**src/rtl/pe_frz_pkg.sv**
```systemverilog
package pe_frz_pkg;

  // Registered fate of one transaction
  typedef enum logic [1:0] {
    VERD_IDLE  = 2'd0,
    VERD_PASS  = 2'd1,
    VERD_DROP  = 2'd2,
    VERD_SYNTH = 2'd3
  } verdict_e;

endpackage

```
**src/rtl/pe_frz_state.sv**
```systemverilog
module pe_frz_state #(
  parameter int NGRP = 256,
  localparam int GW = $clog2(NGRP)
) (
  input  logic          clk,
  input  logic          rst_n,
  input  logic          frz_vld,
  input  logic [GW-1:0] frz_grp,
  input  logic          clr_vld,
  input  logic [GW-1:0] clr_grp,
  input  logic          clr_mmio,
  input  logic          clr_dma,
  input  logic [GW-1:0] ob_grp,
  input  logic [GW-1:0] ib_grp,
  input  logic [GW-1:0] msi_grp,
  input  logic [GW-1:0] stat_grp,
  output logic          ob_frozen,
  output logic          ib_frozen,
  output logic          msi_frozen,
  output logic          stat_mmio,
  output logic          stat_dma
);

  logic [NGRP-1:0] mmio_q, mmio_d, mmio_en;
  logic [NGRP-1:0] dma_q, dma_d, dma_en;

  for (genvar g = 0; g < NGRP; g++) begin : g_entry
    logic hit_frz, hit_clr_m, hit_clr_d;

    // Next-state: a freeze wins over a clear to the same entry
    always_comb begin
      hit_frz    = frz_vld && (frz_grp == GW'(g));
      hit_clr_m  = clr_vld && clr_mmio && (clr_grp == GW'(g));
      hit_clr_d  = clr_vld && clr_dma  && (clr_grp == GW'(g));
      mmio_en[g] = hit_frz || hit_clr_m;
      dma_en[g]  = hit_frz || hit_clr_d;
      mmio_d[g]  = hit_frz;
      dma_d[g]   = hit_frz;
    end

    always_ff @(posedge clk or negedge rst_n) begin
      if (!rst_n) begin
        mmio_q[g] <= 1'b0;
      end else if (mmio_en[g]) begin
        mmio_q[g] <= mmio_d[g];
      end
    end

    always_ff @(posedge clk or negedge rst_n) begin
      if (!rst_n) begin
        dma_q[g] <= 1'b0;
      end else if (dma_en[g]) begin
        dma_q[g] <= dma_d[g];
      end
    end
  end

  // Lookup ports
  always_comb begin
    ob_frozen  = mmio_q[ob_grp];
    ib_frozen  = dma_q[ib_grp];
    msi_frozen = dma_q[msi_grp];
    stat_mmio  = mmio_q[stat_grp];
    stat_dma   = dma_q[stat_grp];
  end

endmodule

```
**src/rtl/pe_frz_gate.sv**
```systemverilog
module pe_frz_gate
  import pe_frz_pkg::*;
#(
  parameter int DW = 32
) (
  input  logic          clk,
  input  logic          rst_n,
  input  logic          vld,
  input  logic          wr,
  input  logic          frozen,
  output logic          pass,
  output logic          drop,
  output logic          synth,
  output logic [DW-1:0] rdata
);

  verdict_e verd_q, verd_d;

  always_comb begin
    if (!vld) begin
      verd_d = VERD_IDLE;
    end else if (!frozen) begin
      verd_d = VERD_PASS;
    end else if (wr) begin
      verd_d = VERD_DROP;
    end else begin
      verd_d = VERD_SYNTH;
    end
  end

  always_ff @(posedge clk or negedge rst_n) begin
    if (!rst_n) begin
      verd_q <= VERD_IDLE;
    end else begin
      verd_q <= verd_d;
    end
  end

  always_comb begin
    pass  = (verd_q == VERD_PASS);
    drop  = (verd_q == VERD_DROP);
    synth = (verd_q == VERD_SYNTH);
    rdata = synth ? {DW{1'b1}} : {DW{1'b0}};
  end

endmodule

```
**src/rtl/pe_frz_msi_gate.sv**
```systemverilog
module pe_frz_msi_gate (
  input  logic clk,
  input  logic rst_n,
  input  logic vld,
  input  logic frozen,
  output logic pass,
  output logic blocked
);

  logic pass_q, pass_d, blk_q, blk_d;

  always_comb begin
    pass_d = vld && !frozen;
    blk_d  = vld && frozen;
  end

  always_ff @(posedge clk or negedge rst_n) begin
    if (!rst_n) begin
      pass_q <= 1'b0;
      blk_q  <= 1'b0;
    end else begin
      pass_q <= pass_d;
      blk_q  <= blk_d;
    end
  end

  assign pass    = pass_q;
  assign blocked = blk_q;

endmodule

```
**src/rtl/pe_freeze_filter.sv**
```systemverilog
module pe_freeze_filter #(
  parameter int NGRP = 256,
  parameter int DW   = 32,
  localparam int GW  = $clog2(NGRP)
) (
  input  logic          clk,
  input  logic          rst_n,
  input  logic          frz_vld,
  input  logic [GW-1:0] frz_grp,
  input  logic          clr_vld,
  input  logic [GW-1:0] clr_grp,
  input  logic          clr_mmio,
  input  logic          clr_dma,
  input  logic [GW-1:0] stat_grp,
  output logic          stat_mmio,
  output logic          stat_dma,
  input  logic          ob_vld,
  input  logic [GW-1:0] ob_grp,
  input  logic          ob_wr,
  output logic          ob_pass,
  output logic          ob_drop,
  output logic          ob_synth,
  output logic [DW-1:0] ob_rdata,
  input  logic          ib_vld,
  input  logic [GW-1:0] ib_grp,
  input  logic          ib_wr,
  output logic          ib_pass,
  output logic          ib_drop,
  output logic          ib_synth,
  output logic [DW-1:0] ib_rdata,
  input  logic          msi_vld,
  input  logic [GW-1:0] msi_grp,
  output logic          msi_pass,
  output logic          msi_blocked
);

  logic ob_frozen, ib_frozen, msi_frozen;

  pe_frz_state #(.NGRP(NGRP)) u_state (
    .clk       (clk),
    .rst_n     (rst_n),
    .frz_vld   (frz_vld),
    .frz_grp   (frz_grp),
    .clr_vld   (clr_vld),
    .clr_grp   (clr_grp),
    .clr_mmio  (clr_mmio),
    .clr_dma   (clr_dma),
    .ob_grp    (ob_grp),
    .ib_grp    (ib_grp),
    .msi_grp   (msi_grp),
    .stat_grp  (stat_grp),
    .ob_frozen (ob_frozen),
    .ib_frozen (ib_frozen),
    .msi_frozen(msi_frozen),
    .stat_mmio (stat_mmio),
    .stat_dma  (stat_dma)
  );

  pe_frz_gate #(.DW(DW)) u_ob_gate (
    .clk   (clk),
    .rst_n (rst_n),
    .vld   (ob_vld),
    .wr    (ob_wr),
    .frozen(ob_frozen),
    .pass  (ob_pass),
    .drop  (ob_drop),
    .synth (ob_synth),
    .rdata (ob_rdata)
  );

  pe_frz_gate #(.DW(DW)) u_ib_gate (
    .clk   (clk),
    .rst_n (rst_n),
    .vld   (ib_vld),
    .wr    (ib_wr),
    .frozen(ib_frozen),
    .pass  (ib_pass),
    .drop  (ib_drop),
    .synth (ib_synth),
    .rdata (ib_rdata)
  );

  pe_frz_msi_gate u_msi_gate (
    .clk    (clk),
    .rst_n  (rst_n),
    .vld    (msi_vld),
    .frozen (msi_frozen),
    .pass   (msi_pass),
    .blocked(msi_blocked)
  );

endmodule

```
**config.mk**
```make
export PLATFORM = sky130hd
export DESIGN_NAME = pe_freeze_filter
export DESIGN_NICKNAME = d
export VERILOG_FILES = /design/src/rtl/pe_frz_pkg.sv /design/src/rtl/pe_frz_state.sv /design/src/rtl/pe_frz_gate.sv /design/src/rtl/pe_frz_msi_gate.sv /design/src/rtl/pe_freeze_filter.sv
export SDC_FILE = /design/constraint.sdc
export NUM_CORES = 1
export LEC_CHECK = 0
export BUFFER_PORTS_ARGS = -buffer_cell sky130_fd_sc_hd__buf_4
export CORE_ASPECT_RATIO = 0.7
export CORE_MARGIN = 2
export CORE_UTILIZATION = 50
export CTS_BUF_LIST = sky130_fd_sc_hd__clkbuf_4 sky130_fd_sc_hd__clkbuf_8 sky130_fd_sc_hd__clkbuf_16
export DETAILED_ROUTE_END_ITERATION = 10
export PLACE_DENSITY = 0.67
export SKIP_CTS_REPAIR_TIMING = 1
export SLEW_MARGIN = 5
export SYNTH_ARGS = -nofsm -noshare
export SYNTH_HDL_FRONTEND = slang
export SYNTH_SLANG_ARGS = --single-unit
```
**constraint.sdc**
```tcl
create_clock -name clk -period 4 [get_ports clk]
set_input_delay 0.4 -clock clk [delete_from_list [all_inputs] [get_ports clk]]
set_output_delay 0.4 -clock clk [all_outputs]
set_load 0.005 [all_outputs]
```
==> key figures, run 1 <==
Clock network
  – Inserted Clock Buffers: 51
  – Root buffer selected by CTS: clkbuf_16
  – Clock input transition at the sequential cells of the worst setup and hold paths: about 0.06 ns
  – Max H-tree Level: 2
  – Sinks on the clock net: 518
  – Buffer depth of the longest clock path: 3
  – CTS tree: built
  – Worst skew pair latency: 0.61 ns

Placed design
  – Placed cell areas: 31700 sq um
  – HPWL after DPL: 71800 um
  – Port Buffers: 132
  – Gpl congestion: 0.972

Drt
  – TritonRoute pass-1 iters: 6
  – Number of design-rule violations left by the first detailed-router iteration: 4459
  – Wire length per cell after detailed routing: 34.1 um
  – WL final: ~120000 um
  – Residual DRC: 0
  – Vias per cell: ~7.6
  – Count of nets left with antenna violations after detail routing: 0
  – Via count: roughly 26000

Power
  – Power per Cell Area: ~400 nW/um^2
  – Leakage: about 13 nW
  – Max rail drop VDD: 0.000270 V
  – Total Power Consumption: 13.8 mW

Synthesis
  – Most frequent cells after synthesis: o21ai_1, dfrtp_1, mux4_2
  – Most area-consuming cells after synthesis: dfrtp_1, mux4_2, o21ai_1, clkbuf_1, buf_4
  – Number of synthesized register bits: 518
  – Distinct cell type count after synthesis: 53
  – Cell type with the highest aggregate area in the netlist: dfrtp_1
  – Synth Net Count: roughly 2700
  – Number of warnings issued by yosys: 0
  – Share of flip-flops with an asynchronous set or reset: 100%
  – Post-synth EDFFs: 0
  – Synthesized area per cell: 11.5 sq um
  – Gate count of the mapped netlist: 2646
  – Synthesized area: 30300 sq um
  – Sequential element share of the synthesized area: 42.7%
  – Top-count cell post-synth: o21ai_1
  – Prevailing post-synth register cell: dfrtp_1
  – Fraction of post-synthesis cell area in the top cell type by area: 42.7%

STA
  – Slew at the pin closest to its max-slew limit: 1.34 ns
  – Share of the clock period used by the worst path: between 90% and 100%
  – Unrepaired setup endpoints after global routing: false
  – Number of max-slew violations in the final report: 0
  – Max Clock Skew: approximately 0.02 ns
  – Number of setup violations in the final report: 0
  – Setup TNS: 0 ns
  – Peak clock frequency supported by timing: ~260 MHz
  – Max-Slew Margin vs Limit: about a tenth
  – Final hold violations: 0
  – Period minus WS final: roughly 3.8 ns

Die
  – Initial cell density of the core: 50.6%
  – Core region area: roughly 60000 sq um
  – Cell row count: 75
  – I/O pins: approximately 130
  – Die Wd: 298 um
  – Vertical extent of the die: roughly 210 um
  – Area enclosed by the die boundary: 62700 sq um

GRT
  – Total overflow reported by the global router: 0
  – Wire length of the first global-routing pass: 172000 um
  – Largest net degree at the start of global routing: 111
  – Antenna violations before repair: 1
  – Vias in the first global route: 25445
  – GRT Util Overall: 37.5%

Cells and area
  – Share of layout cells above drive strength 1: 26.9%
  – Final design area excluding fillers: 33600 sq um
  – NumNets Final: between 2000 and 3000
  – Total inserted antenna cells: 0
  – Area growth syn-to-layout: 10.7%
  – End-of-flow core utilization: a little under three fifths

Critical path
  – Kind of end point of the critical path: primary output
  – Worst setup path category: reg -> out
  – Worst-path fanout max: 3
  – Kind of start point of the critical path: flop
  – Data arrival time of the critical path: 3.41 ns
  – Worst endpoint required time: 3.60 ns

Hold path
  – Worst hold path class: in -> reg

Job
  – Max_cap viols: 0

Status
  – Status: finished, final reports clean
-- where the power goes --
part / total (mW) / leakage (nW) / internal, mW / switching (mW)
Clock: 5.44 / 0.917 / 3.24 / 2.20
Combinational: 2.27 / 5.28 / 1.08 / 1.19
Sequential: 6.13 / 7.04 / 5.67 / 0.458
-- layout by cell type, fill, tap and decap left out, types with 3 or more instances in the layout --
| cell type | Yosys | routed |
|---|---|---|
| clkbuf_8 | 0 | 8 |
| o221ai_1 | 5 | 5 |
| nand3_1 | 28 | 18 |
| buf_12 | 0 | 15 |
| clkinv_2 | 0 | 10 |
| clkinvlp_4 | 0 | 5 |
| a31oi_1 | 7 | 7 |
| nor3_1 | 9 | 9 |
| o211ai_1 | 10 | 10 |
| mux2i_1 | 45 | 45 |
| nand2b_1 | 12 | 12 |
| dfrtp_1 | 518 | 518 |
| a21oi_1 | 8 | 8 |
| and3_1 | 4 | 4 |
| a221oi_1 | 5 | 5 |
| clkbuf_4 | 0 | 7 |
| dlygate4sd3_1 | 0 | 3 |
| clkbuf_16 | 0 | 53 |
| buf_4 | 72 | 202 |
| nand2_2 | 0 | 9 |
| mux2_1 | 7 | 7 |
| a22oi_1 | 9 | 9 |
| nor2b_1 | 35 | 34 |
| and2_1 | 6 | 6 |
| nand4_1 | 9 | 9 |
| o21ai_1 | 991 | 991 |
| nor2_1 | 30 | 29 |
| nand3_2 | 0 | 10 |
| or2_2 | 3 | 3 |
| nand2_1 | 127 | 118 |
| o22ai_1 | 7 | 7 |
| o2111ai_1 | 4 | 4 |
| bufinv_16 | 0 | 10 |
| mux4_2 | 367 | 367 |
| a211oi_1 | 5 | 5 |
| inv_1 | 6 | 6 |
| a311oi_1 | 4 | 4 |
| o21ai_0 | 17 | 17 |
-- path summary, 6_finish.rpt --
check | from | end | slack [ns] | depth (start not counted)
min | ib_vld | u_ib_gate.verd_q[1]$_DFF_PN0_ | 0.003 | 2
min in group asynchronous | rst_n | u_state.mmio_q[76]$_DFFE_PN0P_ | 0.41 | 2
max | u_state.mmio_q[63]$_DFFE_PN0P_ | stat_mmio | 0.19 | 7
max in group asynchronous | rst_n | u_state.mmio_q[7]$_DFFE_PN0P_ | 2.43 | 3
max reg2reg | u_state.dma_q[131]$_DFFE_PN0P_ | u_msi_gate.pass$_DFF_PN0_ | 1.41 | 7
min reg2reg | u_state.mmio_q[26]$_DFFE_PN0P_ | u_state.mmio_q[26]$_DFFE_PN0P_ | 0.53 | 2
-- through the flow --
stage          cells  worst slack [ns]  hold slack (ns)
2_1_floorplan   2646             0.863            0.104
3_3_place_gp    3337             0.331            0.475
3_5_place_dp    3337             0.340            0.483
4_1_cts         3429             0.200           -0.155
5_1_grt         3432             0.149           0.0101
6_report        3432             0.190          0.00295
-- cell families after synthesis --
family	after synthesis	synth area share (%)
AOI/OAI and AO/OA	1085	18.5
DFF	518	42.7
muxes	420	29.0
buffers and inverters	346	5.39
and+or+nand+nor	277	4.32
-- per-layer routing --
metal  global-route usage [%]  up-vias  routed length (um)
li1                         -    10064                   -
met4                     15.1        0                5210
met5                        0        -                   0
met3                     19.1      405               22700
met1                     52.0    13113               42300
met2                     49.9     2519               47000
-- critical path, stage by stage, from the launching register on --
cell	delay, ns
dfrtp_1	0.41
mux4_2	0.49
mux4_2	0.51
mux4_2	0.53
nor2b_1	0.16
a211oi_1	0.24
a21oi_1	0.22
buf_4	0.24
-- state kept, by name, summed over array words and instances (netlist names) --
register            cells
u_msi_gate.pass         1
u_ob_gate.verd_q        2
u_state.dma_q         256
u_ib_gate.verd_q        2
u_msi_gate.blocked      1
u_state.mmio_q        256
-- cell type report --
| class | count | area [sq um] |
|---|---|---|
| multi-input combinational | 1782 | 15800 |
| clock inverter | 25 | 388 |
| inverter | 9 | 33.8 |
| timing repair buffer | 223 | 1890 |
| clock buffer | 67 | 1480 |
| tap | 808 | 1010 |
| fill | 4902 | 26400 |
| sequential | 518 | 13000 |
Note: power is estimated with default switching activity, not from simulation.
==> run 2: changes to the inputs <==
REMOVE_ABC_BUFFERS = 1   (was default)
==> run 2 against run 1 <==
Against the previous run:
- design area increased by 0.29%
- cell count about the same
- largest cell class unchanged
- register-to-register slack improved by 0.06 ns
- via count increased by 0.30%
- worst hold slack improved by 0.027 ns
- wire length decreased by 0.67%
- sequential power about the same
- first-iteration DRC count decreased by 3.8%
- sequential cell count unchanged
- worst setup slack improved by 0.093 ns
==> key figures, run 2 (synthesized netlist as in run 1, its figures left out) <==
Status
  – Status: finished, final reports clean

Drt
  – Number of design-rule violations left by the first detailed-router iteration: 4288 (-3.8%)
  – Vias per cell: 7.63 (+0.27%)
  – Via count: 26178 (+0.30%)
  – Count of nets left with antenna violations after detail routing: 0 (unchanged)
  – Residual DRC: 0 (unchanged)
  – Wire length per cell after detailed routing: 33.9 um (-0.70%)
  – TritonRoute pass-1 iters: 6 (unchanged)
  – WL final: 116000 um (-0.67%)

Die
  – Cell row count: 75 (unchanged)
  – Initial cell density of the core: 50.6% (unchanged)
  – I/O pins: 133 (unchanged)
  – Vertical extent of the die: 210 um (unchanged)
  – Area enclosed by the die boundary: 62700 sq um (unchanged)
  – Die Wd: 298 um (unchanged)
  – Core region area: 60000 sq um (unchanged)

Clock network
  – Sinks on the clock net: 518 (unchanged)
  – Inserted Clock Buffers: 51 (unchanged)
  – CTS tree: built
  – Buffer depth of the longest clock path: 3 (unchanged)
  – Root buffer selected by CTS: clkbuf_16
  – Clock input transition at the sequential cells of the worst setup and hold paths: 0.06 ns (about the same)
  – Max H-tree Level: 2 (unchanged)
  – Worst skew pair latency: 0.61 ns (about the same)

Critical path
  – Kind of end point of the critical path: primary output
  – Worst endpoint required time: 3.60 ns (about the same)
  – Kind of start point of the critical path: primary input
  – Worst-path fanout max: 24 (+21)
  – Data arrival time of the critical path: 3.32 ns (-0.09 ns)
  – Worst setup path category: in -> out

STA
  – Smallest hold slack: 0.0302 ns (+0.0272 ns)
  – Max-Slew Margin vs Limit: 11.5% (+0.87 points)
  – Final hold violations: 0 (unchanged)
  – Period minus WS final: 3.72 ns (-0.0934 ns)
  – Number of max-slew violations in the final report: 0 (unchanged)
  – Setup TNS: 0 ns (unchanged)
  – Unrepaired setup endpoints after global routing: false
  – Share of the clock period used by the worst path: 92.9% (-2.3 points)
  – Worst setup margin: 0.283 ns (+0.0934 ns)
  – Peak clock frequency supported by timing: 269 MHz (+2.5%)
  – Max Clock Skew: 0.0255 ns (+0.00498 ns)
  – Number of setup violations in the final report: 0 (unchanged)
  – Slew at the pin closest to its max-slew limit: 1.32 ns (-0.0115 ns)

Cells and area
  – Area growth syn-to-layout: 11.0%
  – Most common library cell in the layout ignoring fill and taps: o21ai_1
  – Share of layout cells above drive strength 1: 26.9% (unchanged)
  – Final design area excluding fillers: 33700 sq um (+0.29%)
  – Leading cell types in the layout, fill and taps excluded: o21ai_1, dfrtp_1, mux4_2
  – Largest regs: u_state.dma_q x256, u_state.mmio_q x256
  – Final instance count without filler cells: 3433 (+0.029%)
  – NumNets Final: 2643 (-0.038%)

GRT
  – Antenna violations before repair: 3 (+2)
  – Largest net degree at the start of global routing: 110 (-0.90%)
  – Total overflow reported by the global router: 0 (unchanged)
  – Wire length of the first global-routing pass: 172000 um (-0.32%)
  – GRT Util Overall: 37.2% (-0.34 points)
  – Vias in the first global route: 25659 (+0.84%)

Power
  – Leakage: 13.3 nW (+0.21%)
  – Power per Cell Area: 415 nW/um^2 (+0.72%)
  – Max rail drop VDD: 0.000317 V (+17%)

Placed design
  – Placed cell areas: 31700 sq um (+0.13%)
  – Dpl cells: 3336 (-0.030%)
  – HPWL after DPL: 70700 um (-1.6%)
  – Port Buffers: 132 (unchanged)
  – Gpl congestion: 0.927 (-4.7%)
  – Post-placement setup slack: 0.370 ns (+0.0302 ns)

Hold path
  – Worst hold path class: in -> reg

Job
  – Max_cap viols: 0 (unchanged)
-- run 2: worst paths after layout --
kind	to	start	slack (ns)	depth (start not counted)
max in group asynchronous	u_state.mmio_q[214]$_DFFE_PN0P_	rst_n	2.43	3
setup reg to reg	u_ob_gate.verd_q[1]$_DFF_PN0_	u_state.mmio_q[130]$_DFFE_PN0P_	1.47	7
hold / removal	u_ib_gate.verd_q[1]$_DFF_PN0_	ib_vld	0.03	2
hold reg to reg	u_state.mmio_q[112]$_DFFE_PN0P_	u_state.mmio_q[112]$_DFFE_PN0P_	0.52	2
min in group asynchronous	u_state.dma_q[70]$_DFFE_PN0P_	rst_n	0.46	2
setup / recovery	stat_dma	stat_grp[0]	0.28	9
-- run 2: per-stage QoR --
step / total power, mW / utilization (%)
3_5_place_dp: 8.37 / 52.9
3_3_place_gp: 8.27 / 52.9
5_1_grt: 14.4 / 56.2
2_1_floorplan: 7.28 / -
6_report: 14.0 / 56.2
4_1_cts: 13.9 / 56.1
-- run 2: critical path, stage by stage --
cell and delay (ns):
clkbuf_8 0.23, buf_12 0.27, buf_12 0.20, mux4_2 0.51, mux4_2 0.52, mux4_2 0.52, mux2i_1 0.29, a21oi_1 0.16
buf_4 0.16
-- run 2: power by group --
group          switching [mW]  total [mW]  internal, mW
combinational            1.18        2.26          1.08
clock                    2.28        5.60          3.32
sequential              0.449        6.12          5.67
total                    3.91        14.0          10.1
-- run 2: layout make-up --
cell class | count | area (sq um)
inverters | 9 | 33.8
clock inverters | 32 | 494
flip-flops and latches | 518 | 13000
well taps | 808 | 1010
clock buffers | 61 | 1420
diodes | 1 | 2.50
repair buffers | 222 | 1930
multi-input cells | 1782 | 15800
fillers | 4886 | 26300
-- run 2: metal layers --
layer	vias up	global-route usage [%]	share of wire (%)
li1	10063	-	-
met1	12988	51.1	36
met2	2638	49.9	40
met5	-	0	0.053
met3	481	18.1	19
met4	8	16.3	5.3
